File: src/rtl/sb_pkg.sv
// Shared types for the scoreboard hazard control unit.
// Assumes: one state machine per functional unit walks these states in order.
package sb_pkg;

    typedef enum logic [2:0] {
        FU_IDLE     = 3'd0,   // no instruction held
        FU_WAIT_OPS = 3'd1,   // issued, waiting for both sources
        FU_START    = 3'd2,   // operands read, start pulse this cycle
        FU_EXEC     = 3'd3,   // datapath computing
        FU_WB       = 3'd4    // result ready, requesting write-back
    } fu_state_e;

endpackage

File: src/rtl/sb_result_table.sv
// Register ownership table: one producer code per register, 0 meaning
// "no pending writer". Issue writes the issuing unit's code; write-back
// clears the entry. Assumes the two never target the same register in one
// cycle (issue requires the entry to be empty, a writer always owns its own).
module sb_result_table #(
    parameter int NUM_REG = 16,
    parameter int CODE_W  = 3,
    localparam int REG_W  = $clog2(NUM_REG)
) (
    input  logic              clk,
    input  logic              rst_n,
    input  logic              set_en,
    input  logic [REG_W-1:0]  set_reg,
    input  logic [CODE_W-1:0] set_code,
    input  logic              clr_en,
    input  logic [REG_W-1:0]  clr_reg,
    output logic [CODE_W-1:0] owner [NUM_REG]
);

    // Ownership update: claim on issue, release on write-back.
    always_ff @(posedge clk) begin
        for (int r = 0; r < NUM_REG; r++) begin
            if (!rst_n) begin
                owner[r] <= '0;
            end else if (set_en && set_reg == REG_W'(r)) begin
                owner[r] <= set_code;
            end else if (clr_en && clr_reg == REG_W'(r)) begin
                owner[r] <= '0;
            end
        end
    end

endmodule

File: src/rtl/sb_fu_slot.sv
// Status entry and sequencer for one functional unit. Holds the operation,
// destination, both sources, the producer code of each source and a flag
// per source meaning "value available but not yet read". The flags clear on
// the read, so a unit that has read no longer blocks a writer.
// Assumes: issue_en is raised only while the slot is idle.
module sb_fu_slot
    import sb_pkg::*;
#(
    parameter int REG_W  = 4,
    parameter int OP_W   = 4,
    parameter int CODE_W = 3
) (
    input  logic              clk,
    input  logic              rst_n,
    input  logic              issue_en,
    input  logic [OP_W-1:0]   op_in,
    input  logic [REG_W-1:0]  dst_in,
    input  logic [REG_W-1:0]  src1_in,
    input  logic [REG_W-1:0]  src2_in,
    input  logic [CODE_W-1:0] prod1_in,
    input  logic [CODE_W-1:0] prod2_in,
    input  logic [CODE_W-1:0] wb_code,
    input  logic              exec_done,
    input  logic              wb_win,
    output logic              busy,
    output logic [OP_W-1:0]   op_o,
    output logic [REG_W-1:0]  dst_o,
    output logic [REG_W-1:0]  src1_o,
    output logic [REG_W-1:0]  src2_o,
    output logic              avail1_o,
    output logic              avail2_o,
    output logic              rd_grant,
    output logic              exec_start,
    output logic              wb_req
);

    fu_state_e         state;
    logic [CODE_W-1:0] prod1, prod2;
    logic              avail1, avail2;

    // Per-unit sequencing plus wake-up on a matching write-back broadcast.
    always_ff @(posedge clk) begin
        if (!rst_n) begin
            state  <= FU_IDLE;
            op_o   <= '0;
            dst_o  <= '0;
            src1_o <= '0;
            src2_o <= '0;
            prod1  <= '0;
            prod2  <= '0;
            avail1 <= 1'b0;
            avail2 <= 1'b0;
        end else begin
            case (state)
                FU_IDLE: begin
                    if (issue_en) begin
                        op_o   <= op_in;
                        dst_o  <= dst_in;
                        src1_o <= src1_in;
                        src2_o <= src2_in;
                        prod1  <= prod1_in;
                        prod2  <= prod2_in;
                        avail1 <= (prod1_in == '0);
                        avail2 <= (prod2_in == '0);
                        state  <= FU_WAIT_OPS;
                    end
                end
                FU_WAIT_OPS: begin
                    if (rd_grant) begin
                        avail1 <= 1'b0;
                        avail2 <= 1'b0;
                        state  <= FU_START;
                    end else begin
                        if (wb_code != '0 && prod1 == wb_code) begin
                            prod1  <= '0;
                            avail1 <= 1'b1;
                        end
                        if (wb_code != '0 && prod2 == wb_code) begin
                            prod2  <= '0;
                            avail2 <= 1'b1;
                        end
                    end
                end
                FU_START: state <= FU_EXEC;
                FU_EXEC:  if (exec_done) state <= FU_WB;
                FU_WB:    if (wb_win) state <= FU_IDLE;
                default:  state <= FU_IDLE;
            endcase
        end
    end

    // Status decode.
    always_comb begin
        busy       = (state != FU_IDLE);
        rd_grant   = (state == FU_WAIT_OPS) && avail1 && avail2;
        exec_start = (state == FU_START);
        wb_req     = (state == FU_WB);
        avail1_o   = avail1;
        avail2_o   = avail2;
    end

endmodule

File: src/rtl/sb_wb_arbiter.sv
// Fixed-priority write-back arbiter: the lowest index among eligible
// requesters wins. Assumes requests are already filtered for WAR holds.
module sb_wb_arbiter #(
    parameter int N = 4
) (
    input  logic [N-1:0] req,
    output logic [N-1:0] grant
);

    logic taken;

    // Pick the first set request bit from index 0 upward.
    always_comb begin
        grant = '0;
        taken = 1'b0;
        for (int i = 0; i < N; i++) begin
            if (req[i] && !taken) begin
                grant[i] = 1'b1;
                taken    = 1'b1;
            end
        end
    end

endmodule

File: src/rtl/sb_hazard_ctrl.sv
// Scoreboard hazard control unit. Stalls issue on structural and WAW
// hazards, defers RAW to operand read and WAR to write-back. Unit u is
// known to the result table as code u+1, so code 0 means no producer.
// Assumes: the datapath reads operands in the rd_grant cycle and writes the
// register file in the wb_grant cycle.
module sb_hazard_ctrl #(
    parameter int  NUM_FU  = 4,
    parameter int  NUM_REG = 16,
    parameter int  OP_W    = 4,
    localparam int SEL_W   = (NUM_FU > 1) ? $clog2(NUM_FU) : 1,
    localparam int REG_W   = $clog2(NUM_REG),
    localparam int CODE_W  = $clog2(NUM_FU + 1)
) (
    input  logic                   clk,
    input  logic                   rst_n,
    input  logic                   dec_valid,
    input  logic [SEL_W-1:0]       dec_unit,
    input  logic [OP_W-1:0]        dec_op,
    input  logic [REG_W-1:0]       dec_dst,
    input  logic [REG_W-1:0]       dec_src1,
    input  logic [REG_W-1:0]       dec_src2,
    output logic                   dec_stall,
    output logic [NUM_FU-1:0]      rd_grant,
    output logic [NUM_FU-1:0]      exec_start,
    input  logic [NUM_FU-1:0]      exec_done,
    output logic [NUM_FU-1:0]      wb_grant,
    output logic [NUM_FU*OP_W-1:0] fu_op
);

    logic [CODE_W-1:0] owner [NUM_REG];
    logic [NUM_FU-1:0] fu_busy, wb_req, war_hold, wb_ok, avail1, avail2;
    logic [REG_W-1:0]  fu_dst  [NUM_FU];
    logic [REG_W-1:0]  fu_src1 [NUM_FU];
    logic [REG_W-1:0]  fu_src2 [NUM_FU];
    logic [OP_W-1:0]   fu_opv  [NUM_FU];
    logic              issue_ok;
    logic [CODE_W-1:0] wb_code, prod1, prod2;
    logic [REG_W-1:0]  wb_reg;

    // Issue decision: structural and WAW checks only.
    always_comb begin
        issue_ok  = dec_valid && !fu_busy[dec_unit] && (owner[dec_dst] == '0);
        dec_stall = dec_valid && !issue_ok;
    end

    // Encode the write-back winner and its destination.
    always_comb begin
        wb_code = '0;
        wb_reg  = '0;
        for (int i = 0; i < NUM_FU; i++) begin
            if (wb_grant[i]) begin
                wb_code = CODE_W'(i + 1);
                wb_reg  = fu_dst[i];
            end
        end
    end

    // Source producers at issue, with a producer writing back now treated as done.
    always_comb begin
        prod1 = (owner[dec_src1] == wb_code) ? '0 : owner[dec_src1];
        prod2 = (owner[dec_src2] == wb_code) ? '0 : owner[dec_src2];
    end

    // WAR hold: another unit still has an unread, available source equal to our destination.
    always_comb begin
        war_hold = '0;
        for (int w = 0; w < NUM_FU; w++) begin
            for (int u = 0; u < NUM_FU; u++) begin
                if (u != w &&
                    ((avail1[u] && fu_src1[u] == fu_dst[w]) ||
                     (avail2[u] && fu_src2[u] == fu_dst[w]))) begin
                    war_hold[w] = 1'b1;
                end
            end
        end
        wb_ok = wb_req & ~war_hold;
    end

    sb_result_table #(
        .NUM_REG (NUM_REG),
        .CODE_W  (CODE_W)
    ) u_rtab (
        .clk      (clk),
        .rst_n    (rst_n),
        .set_en   (issue_ok),
        .set_reg  (dec_dst),
        .set_code (CODE_W'(dec_unit) + CODE_W'(1)),
        .clr_en   (wb_code != '0),
        .clr_reg  (wb_reg),
        .owner    (owner)
    );

    sb_wb_arbiter #(
        .N (NUM_FU)
    ) u_arb (
        .req   (wb_ok),
        .grant (wb_grant)
    );

    for (genvar g = 0; g < NUM_FU; g++) begin : g_fu
        sb_fu_slot #(
            .REG_W  (REG_W),
            .OP_W   (OP_W),
            .CODE_W (CODE_W)
        ) u_slot (
            .clk        (clk),
            .rst_n      (rst_n),
            .issue_en   (issue_ok && (dec_unit == SEL_W'(g))),
            .op_in      (dec_op),
            .dst_in     (dec_dst),
            .src1_in    (dec_src1),
            .src2_in    (dec_src2),
            .prod1_in   (prod1),
            .prod2_in   (prod2),
            .wb_code    (wb_code),
            .exec_done  (exec_done[g]),
            .wb_win     (wb_grant[g]),
            .busy       (fu_busy[g]),
            .op_o       (fu_opv[g]),
            .dst_o      (fu_dst[g]),
            .src1_o     (fu_src1[g]),
            .src2_o     (fu_src2[g]),
            .avail1_o   (avail1[g]),
            .avail2_o   (avail2[g]),
            .rd_grant   (rd_grant[g]),
            .exec_start (exec_start[g]),
            .wb_req     (wb_req[g])
        );
        assign fu_op[g*OP_W +: OP_W] = fu_opv[g];
    end

endmodule

File: config.mk
export PLATFORM = sky130hd
export DESIGN_NAME = sb_hazard_ctrl
export DESIGN_NICKNAME = d
export VERILOG_FILES = /design/src/rtl/sb_pkg.sv /design/src/rtl/sb_result_table.sv /design/src/rtl/sb_fu_slot.sv /design/src/rtl/sb_wb_arbiter.sv /design/src/rtl/sb_hazard_ctrl.sv
export SDC_FILE = /design/constraint.sdc
export NUM_CORES = 1
export LEC_CHECK = 0
export BUFFER_PORTS_ARGS = -buffer_cell sky130_fd_sc_hd__buf_2
export CORE_MARGIN = 4
export CORE_UTILIZATION = 56
export CTS_BUF_LIST = sky130_fd_sc_hd__clkbuf_4
export DETAILED_ROUTE_END_ITERATION = 10
export GPL_TIMING_DRIVEN = 0
export PLACE_DENSITY = 0.76
export SLEW_MARGIN = 10
export SYNTH_ARGS = -nofsm -noshare
export SYNTH_HDL_FRONTEND = slang
export SYNTH_SLANG_ARGS = --single-unit
File: constraint.sdc
create_clock -name clk -period 3.5 [get_ports clk]
set_input_delay 0.175 -clock clk [delete_from_list [all_inputs] [get_ports clk]]
set_output_delay 0.175 -clock clk [all_outputs]
set_load 0.02 [all_outputs]
# ---- After elaboration in Yosys (flattened, before gate mapping)
# Cells that the tools add are included.
dict set report word_totals {
  reg_bits 156
  latch_bits 0
  ram_bits 0
  romBits 0
  memories 0
}
dict set report op_classes {
  add_sub_neg 1
  mul 0
  div_mod_pow 0
  magnitude_cmp 4
  eq_ne 119
  shift 0
  n_mux 155
  n_bitwise 5
  reduce_logical 158
}
# op n
set op_table {}
lappend op_table {{3-bit 2-to-1 mux} 83}
lappend op_table {{4-bit equality test} 24}
lappend op_table {{1-bit logical AND} 82}
lappend op_table {{4-bit equality test (second input constant)} 16}
lappend op_table {{3-bit one-hot mux with 5 select lines} 4}
lappend op_table {{3-bit one-hot mux with 2 select lines} 8}
lappend op_table {{4-bit AND reduction} 12}
lappend op_table {{1-bit 2-to-1 mux} 44}
lappend op_table {{2-bit by 1-bit != test with 1-bit output (second input constant)} 20}
lappend op_table {{2-bit nonzero test} 20}
lappend op_table {{3-bit binary-select mux with 4-bit select} 3}
lappend op_table {{4-bit by 3-bit equality test with 1-bit output (second input constant)} 8}
lappend op_table {{3-bit equality test} 10}
lappend op_table {{3-bit by 2-bit equality test with 1-bit output (second input constant)} 8}
lappend op_table {{3-bit by 1-bit != test with 1-bit output (second input constant)} 8}
lappend op_table {{3-bit AND reduction} 8}
lappend op_table {{3-bit logical NOT} 7}
lappend op_table {{4-bit by 2-bit equality test with 1-bit output (second input constant)} 4}
lappend op_table {{4-bit 2-to-1 mux} 4}
lappend op_table {{2-bit != test (second input constant)} 8}
lappend op_table {{1-bit one-hot mux with 2 select lines} 8}
lappend op_table {{5-bit >= comparator (second input constant)} 3}
lappend op_table {{4-bit NOT with 5-bit output} 3}
lappend op_table {{3-bit nonzero test} 5}
lappend op_table {{other kinds (15)} 42}

# ---- Logic depth before layout (Yosys ltp)
dict set report logic_depth {
  ltp_word 24
  ltp_mapped 14
}

# ---- Cells and area by module
# A second synthesis with hierarchy kept.
dict set report unflattened {
  cells_unflattened 1174
  area_unflattened_um2 9883.2
}
# module instances cells_per_inst area_per_inst_um2 seq_area_each_um2
set modules_own_cells {}
lappend modules_own_cells {sb_fu_slot 4 159 1336.3 540.5}
lappend modules_own_cells {sb_hazard_ctrl 1 321 2633.8 0.0}
lappend modules_own_cells {sb_result_table 1 213 1868.0 960.9}
lappend modules_own_cells {sb_wb_arbiter 1 4 36.3 0.0}

# ---- Least setup slack after synthesis
# No wires, ideal clock.
dict set report synth_timing {
  path_kind {register -> register}
  from {register g_fu[1].u_slot.dst_o[0]}
  to {register g_fu[3].u_slot.prod1[0]}
  setup_ns 0.116
  arrival_ns 2.423
  required_time_ns 3.384
  path_slack_ns 0.962
  stages_incl_launch_ff 13
  cell_sequence {dfxtp_1 > buf_6 > xor2_1 > nor4_2 > or4_4 > o22ai_2 > or3_4 > inv_2 > buf_6 > o21bai_1 > a22oi_1 > a31oi_1 > a31o_1}
}
dict set report synth_via {
  elab_chain_cells 21
}
# item line
set synth_rtl {}
lappend synth_rtl {{from (decl)} sb_fu_slot.sv:27} ;# output logic [REG_W-1:0] dst_o,
lappend synth_rtl {{from (signal assigned)} sb_fu_slot.sv:58} ;# dst_o <= dst_in;
lappend synth_rtl {{4-bit equality test, on equally long branches} {sb_hazard_ctrl.sv:70, sb_hazard_ctrl.sv:71}}
lappend synth_rtl {{1-bit logical AND, on equally long branches} {sb_hazard_ctrl.sv:70, sb_hazard_ctrl.sv:71}}
lappend synth_rtl {{1-bit logical OR} sb_hazard_ctrl.sv:70} ;# ((avail1[u] && fu_src1[u] == fu_dst[w]) ||
lappend synth_rtl {{1-bit 2-to-1 mux (2 in series)} sb_hazard_ctrl.sv:69} ;# if (u != w &&
lappend synth_rtl {{1-bit 2-to-1 mux *} sb_hazard_ctrl.sv:69}
lappend synth_rtl {{4-bit NOT *} sb_hazard_ctrl.sv:76} ;# wb_ok = wb_req & ~war_hold;
lappend synth_rtl {{4-bit bitwise AND *} sb_hazard_ctrl.sv:76}
lappend synth_rtl {{1-bit logical AND *} sb_wb_arbiter.sv:17} ;# if (req[i] && !taken) begin
lappend synth_rtl {{(+5 left out)} --}
lappend synth_rtl {{1-bit logical AND *} sb_wb_arbiter.sv:17}
lappend synth_rtl {{1-bit 2-to-1 mux *} sb_wb_arbiter.sv:17}
lappend synth_rtl {{via g_fu[3].u_slot.wb_win} sb_fu_slot.sv:24} ;# input logic wb_win,
lappend synth_rtl {{3-bit 2-to-1 mux *} sb_hazard_ctrl.sv:51} ;# if (wb_grant[i]) begin
lappend synth_rtl {{3-bit equality test, or another cell as far along} sb_hazard_ctrl.sv:60} ;# prod1 = (owner[dec_src1] == wb_code) ? '0 : owner[dec_src1];
lappend synth_rtl {{3-bit 2-to-1 mux or 1-bit logical AND (tied branches)} {sb_hazard_ctrl.sv:60, sb_fu_slot.sv:74}}
lappend synth_rtl {{3-bit 2-to-1 mux or 2-bit by 1-bit != test with 1-bit output (tied branches)} --}
lappend synth_rtl {{3-bit one-hot mux with 2 select lines or 4-bit AND reduction (tied branches)} --}
lappend synth_rtl {{to (signal assigned)} sb_fu_slot.sv:61} ;# prod1 <= prod1_in;
lappend synth_rtl {{to (decl)} sb_fu_slot.sv:38} ;# logic [CODE_W-1:0] prod1, prod2;
# The timed path passes the listed nets; every way through them passes the cells marked *. The select of a mux whose other input is x is not followed.
# A chain may end at the register's enable or synchronous reset.

# ---- Worst setup path in the final report
dict set report layout_timing {
  from {register g_fu[3].u_slot.dst_o[3]}
  to {output wb_grant[3]}
}
dict set report layout_via {
  elab_chain_cells 10
}
# item line
set layout_rtl {}
lappend layout_rtl {{from (decl)} sb_fu_slot.sv:27}
lappend layout_rtl {{from (signal assigned)} sb_fu_slot.sv:58}
lappend layout_rtl {{4-bit equality test, on equally long branches} {sb_hazard_ctrl.sv:70, sb_hazard_ctrl.sv:71}}
lappend layout_rtl {{1-bit logical AND, on equally long branches} {sb_hazard_ctrl.sv:70, sb_hazard_ctrl.sv:71}}
lappend layout_rtl {{1-bit logical OR} sb_hazard_ctrl.sv:70}
lappend layout_rtl {{1-bit 2-to-1 mux (2 in series)} sb_hazard_ctrl.sv:69}
lappend layout_rtl {{1-bit 2-to-1 mux *} sb_hazard_ctrl.sv:69}
lappend layout_rtl {{4-bit NOT *} sb_hazard_ctrl.sv:76}
lappend layout_rtl {{4-bit bitwise AND *} sb_hazard_ctrl.sv:76}
lappend layout_rtl {{1-bit logical AND *} sb_wb_arbiter.sv:17}
lappend layout_rtl {{1-bit 2-to-1 mux *} sb_wb_arbiter.sv:17}
lappend layout_rtl {{to (decl)} sb_hazard_ctrl.sv:26} ;# output logic [NUM_FU-1:0] wb_grant,
# Mark *: on every way between the ends. The rest lies on a longest branch, timed or not.

==> results.md <==
* # DRC at 0
* Crit path time final at 3.36 ns
* DRT iter0 DRCs at 1333
* Top cells by area, synth: dfxtp_1 33%, nand2_1 11%, mux4_2 7.7%
* Worst slew pin tran at 0.938 ns
* Max cap viols at 0
* Mapped cell area at 0.00935 mm²
* Post-synth ARST share at 0%
* Overall Global Routing Usage at roughly a third
* Post-layout net count at about 1300
* Highest-delay cell along the critical path: or3_4
* Register area share after synthesis at 33.4%
* Most frequent CP cell: buf_2
* IO buf count at 46
* Status: finished, final reports clean
* Critical Path AT at 3.18 ns
* Layout cell share with drive strength beyond 1 at between 15 and 20%
* Netlist cell types at between 80 and 90
* Unrepaired setup endpoints after global routing: false
* Skew final at between 0.02 and 0.03 ns
* CTS HTree Levels at 4
* Synth warn at 0
* WS Path Type: reg2out
* Syn Nets at 1199
* Avg WL per Cell at roughly 21 µm
* Antenna violations before repair at 1
* Worst path max stage delay at between 0.4 and 0.5 ns
* Power per cell area at 346 mW/mm²
* Synth top cells by count: 281 x nand2_1, 156 x dfxtp_1, 104 x a21oi_1
* Final setup viols at 0
* Largest net degree at the start of global routing at 18
* Worst path cell trace: buf_2, inv_1, o22ai_1, a211oi_1, a31oi_1, nand4_1, or3_4, inv_2, buf_6, buf_4, buf_2
* Initial Util at 58.0%
* Vias in the first global route at 8415
* Num CTS Buffers at 17
* Slew margin rel. at between 30% and 40%
* Ys flop type: dfxtp_1
* Die area at 0.0188 mm²
* Synth area leader: dfxtp_1
* EDFF count, synth at 0
* First-pass GRT wire length at ~47000 µm
* Via count at 9323
* Maximum vdd drop at between 200 and 300 µV
* TNS Setup at 0 ns
* Crit path capture type: primary output
* Most numerous cell in the Yosys netlist: nand2_1
* Clock-pin slew on the worst setup and hold paths at 0.15 ns
* Post-Place Worst Slack at -0.0576 ns
* Fill cells at 1461
* Delay-heaviest family, CP: buffers and inverters
* Ports at 54
* Vias per cell at between 6 and 7
* Drt total wl at ~31000 µm
* Post-DP HPWL at 22600 µm
* Area occupied by multi-input gates at 0.00565 mm²
* Root Driver: clkbuf_4
* Register bit total from synthesis at 156
* Reg area at 0.00312 mm²
* Tcrit/Tclk final at 95.9%
* Syn Area/Cell at between 7 and 8 µm²
* Area share of the largest cell type after synthesis at 33.4%
* CTS Sinks at around 160
* Max Buffers Root-to-Sink at 2
* GPL Wtd Cong at 0.979
* P_leak at 0.00391 µW
* Buf/Inv on CP at 6
* Post-Syn Instances at 1170
* Worst-skew pair later-pin latency at 0.64 ns
* Worst setup margin at 0.145 ns
* Largest fanout on the critical path at 10
* Slew Viols, Final at 0
* Post-CTS Setup Bufs at 0
* Vert. Die Dim at between 100 and 150 µm
* Final Hold Fails at 0
* P&R area growth vs syn at 9.90%
* Aggregate global routing overflow at 0
* Core area at approximately 0.016 mm²
* Fmax at 298 MHz
* First drt pass iteration count at 9
* Worst endpoint required time at 3.32 ns
* TritonCTS clock tree: done
* CP Launch Type: flop
* Antenna-violating nets left at 0
* Row cnt at 46
* Die width at 137 µm
* Worst min-delay path class: in2reg
==> area by class of cell <==
cell class / instances / area share, %
repair buffers: 57 / 3.31
inverters: 29 / 1.06
diodes: 4 / 0.0974
flip-flops and latches: 156 / 30.4
well taps: 216 / 2.63
clock buffers: 17 / 1.24
clock inverters: 15 / 1.44
plain buffers: 91 / 4.84
multi-input cells: 894 / 55.0
==> cells in the final DEF, fill, tap and decap left out, types with 16 or more instances in the layout <==
cell type,synthesis,routed
o21ai_1,26,26
o21ai_0,41,41
nor3_1,39,37
inv_1,25,25
buf_2,23,69
dfxtp_1,156,156
xnor2_1,38,38
xor2_1,51,51
a21oi_1,104,104
nor2_1,57,57
mux4_2,32,32
clkbuf_1,39,39
buf_4,16,16
nand2_1,281,281
nand3_1,22,22
clkbuf_4,0,17
nor4_1,18,17
==> layer usage <==
layer / global-route usage, % / part of all wire, %
met1: 44.2 / 40
met2: 48.6 / 43
met3: 9.75 / 12
met4: 15.3 / 4.8
met5: 0 / 0
==> flip-flops by register name, indices dropped and copies added (netlist names) <==
register              flops
g_fu.u_slot.avail2_o      4
g_fu.u_slot.op_o         16
g_fu.u_slot.state        12
g_fu.u_slot.src1_o       16
u_rtab.owner             48
g_fu.u_slot.prod2        12
g_fu.u_slot.avail1_o      4
g_fu.u_slot.dst_o        16
g_fu.u_slot.src2_o       16
g_fu.u_slot.prod1        12
==> per-stage QoR <==
stage	instances	hold slack, ns	util (%)	power, µW	instance area, µm²
finish	1479	0.0414	63.8	3550	10300
global route	1479	0.0351	63.8	3680	10300
CTS	1475	0.0204	63.6	3530	10300
detailed placement	1432	0.443	61.1	2440	9850
global placement	1432	0.436	61.1	2430	9850
floorplan	1170	0.315	-	2260	9350
==> worst min-delay path, cell delays in order <==
cell     delay [ns]
buf_2          0.11
buf_2          0.20
nand2_1        0.08
a21oi_1        0.06
==> power breakdown <==
group          leakage [µW]  switching (µW)  internal [µW]
sequential          0.00126            49.1           1820
clock              0.000148             798            323
combinational       0.00250             372            195
==> cell families (layout without fill, tap and decap cells) <==
logic type	after synthesis	count (layout)	synth area share, %
muxes	33	33	7.83
and+or+nand+nor	473	473	22.4
xor gates and xnor gates	89	89	8.33
buffers and inverters	120	209	6.49
other	0	4	0
DFF	156	156	33.4
AOI/OAI and AO/OA	295	295	21.0
adders and majority gates	4	4	0.535
==> timing repair <==
| item | 4_1_cts | 5_1_grt |
|---|---|---|
| setup endpoints to repair | 23 | 8 |
| gates cloned | 0 | 0 |
| gates resized for setup | 2 | 3 |
| hold buffers | 11 | 0 |
| hold endpoints to repair | 38 | 0 |
==> worst paths after layout <==
| path | endpoint | slack (ns) | cells after the start | startpoint |
|---|---|---|---|---|
| max reg2reg | g_fu[0].u_slot.src1_o[2] | 0.19 | 10 | g_fu[3].u_slot.state[0] |
| min | g_fu[3].u_slot.dst_o[3] | 0.04 | 4 | dec_dst[3] |
| min reg2reg | g_fu[2].u_slot.op_o[2] | 0.46 | 2 | g_fu[2].u_slot.op_o[2] |
| max | wb_grant[3] | 0.14 | 11 | g_fu[3].u_slot.dst_o[3] |
No activity file was read; power rests on OpenSTA's default activity.
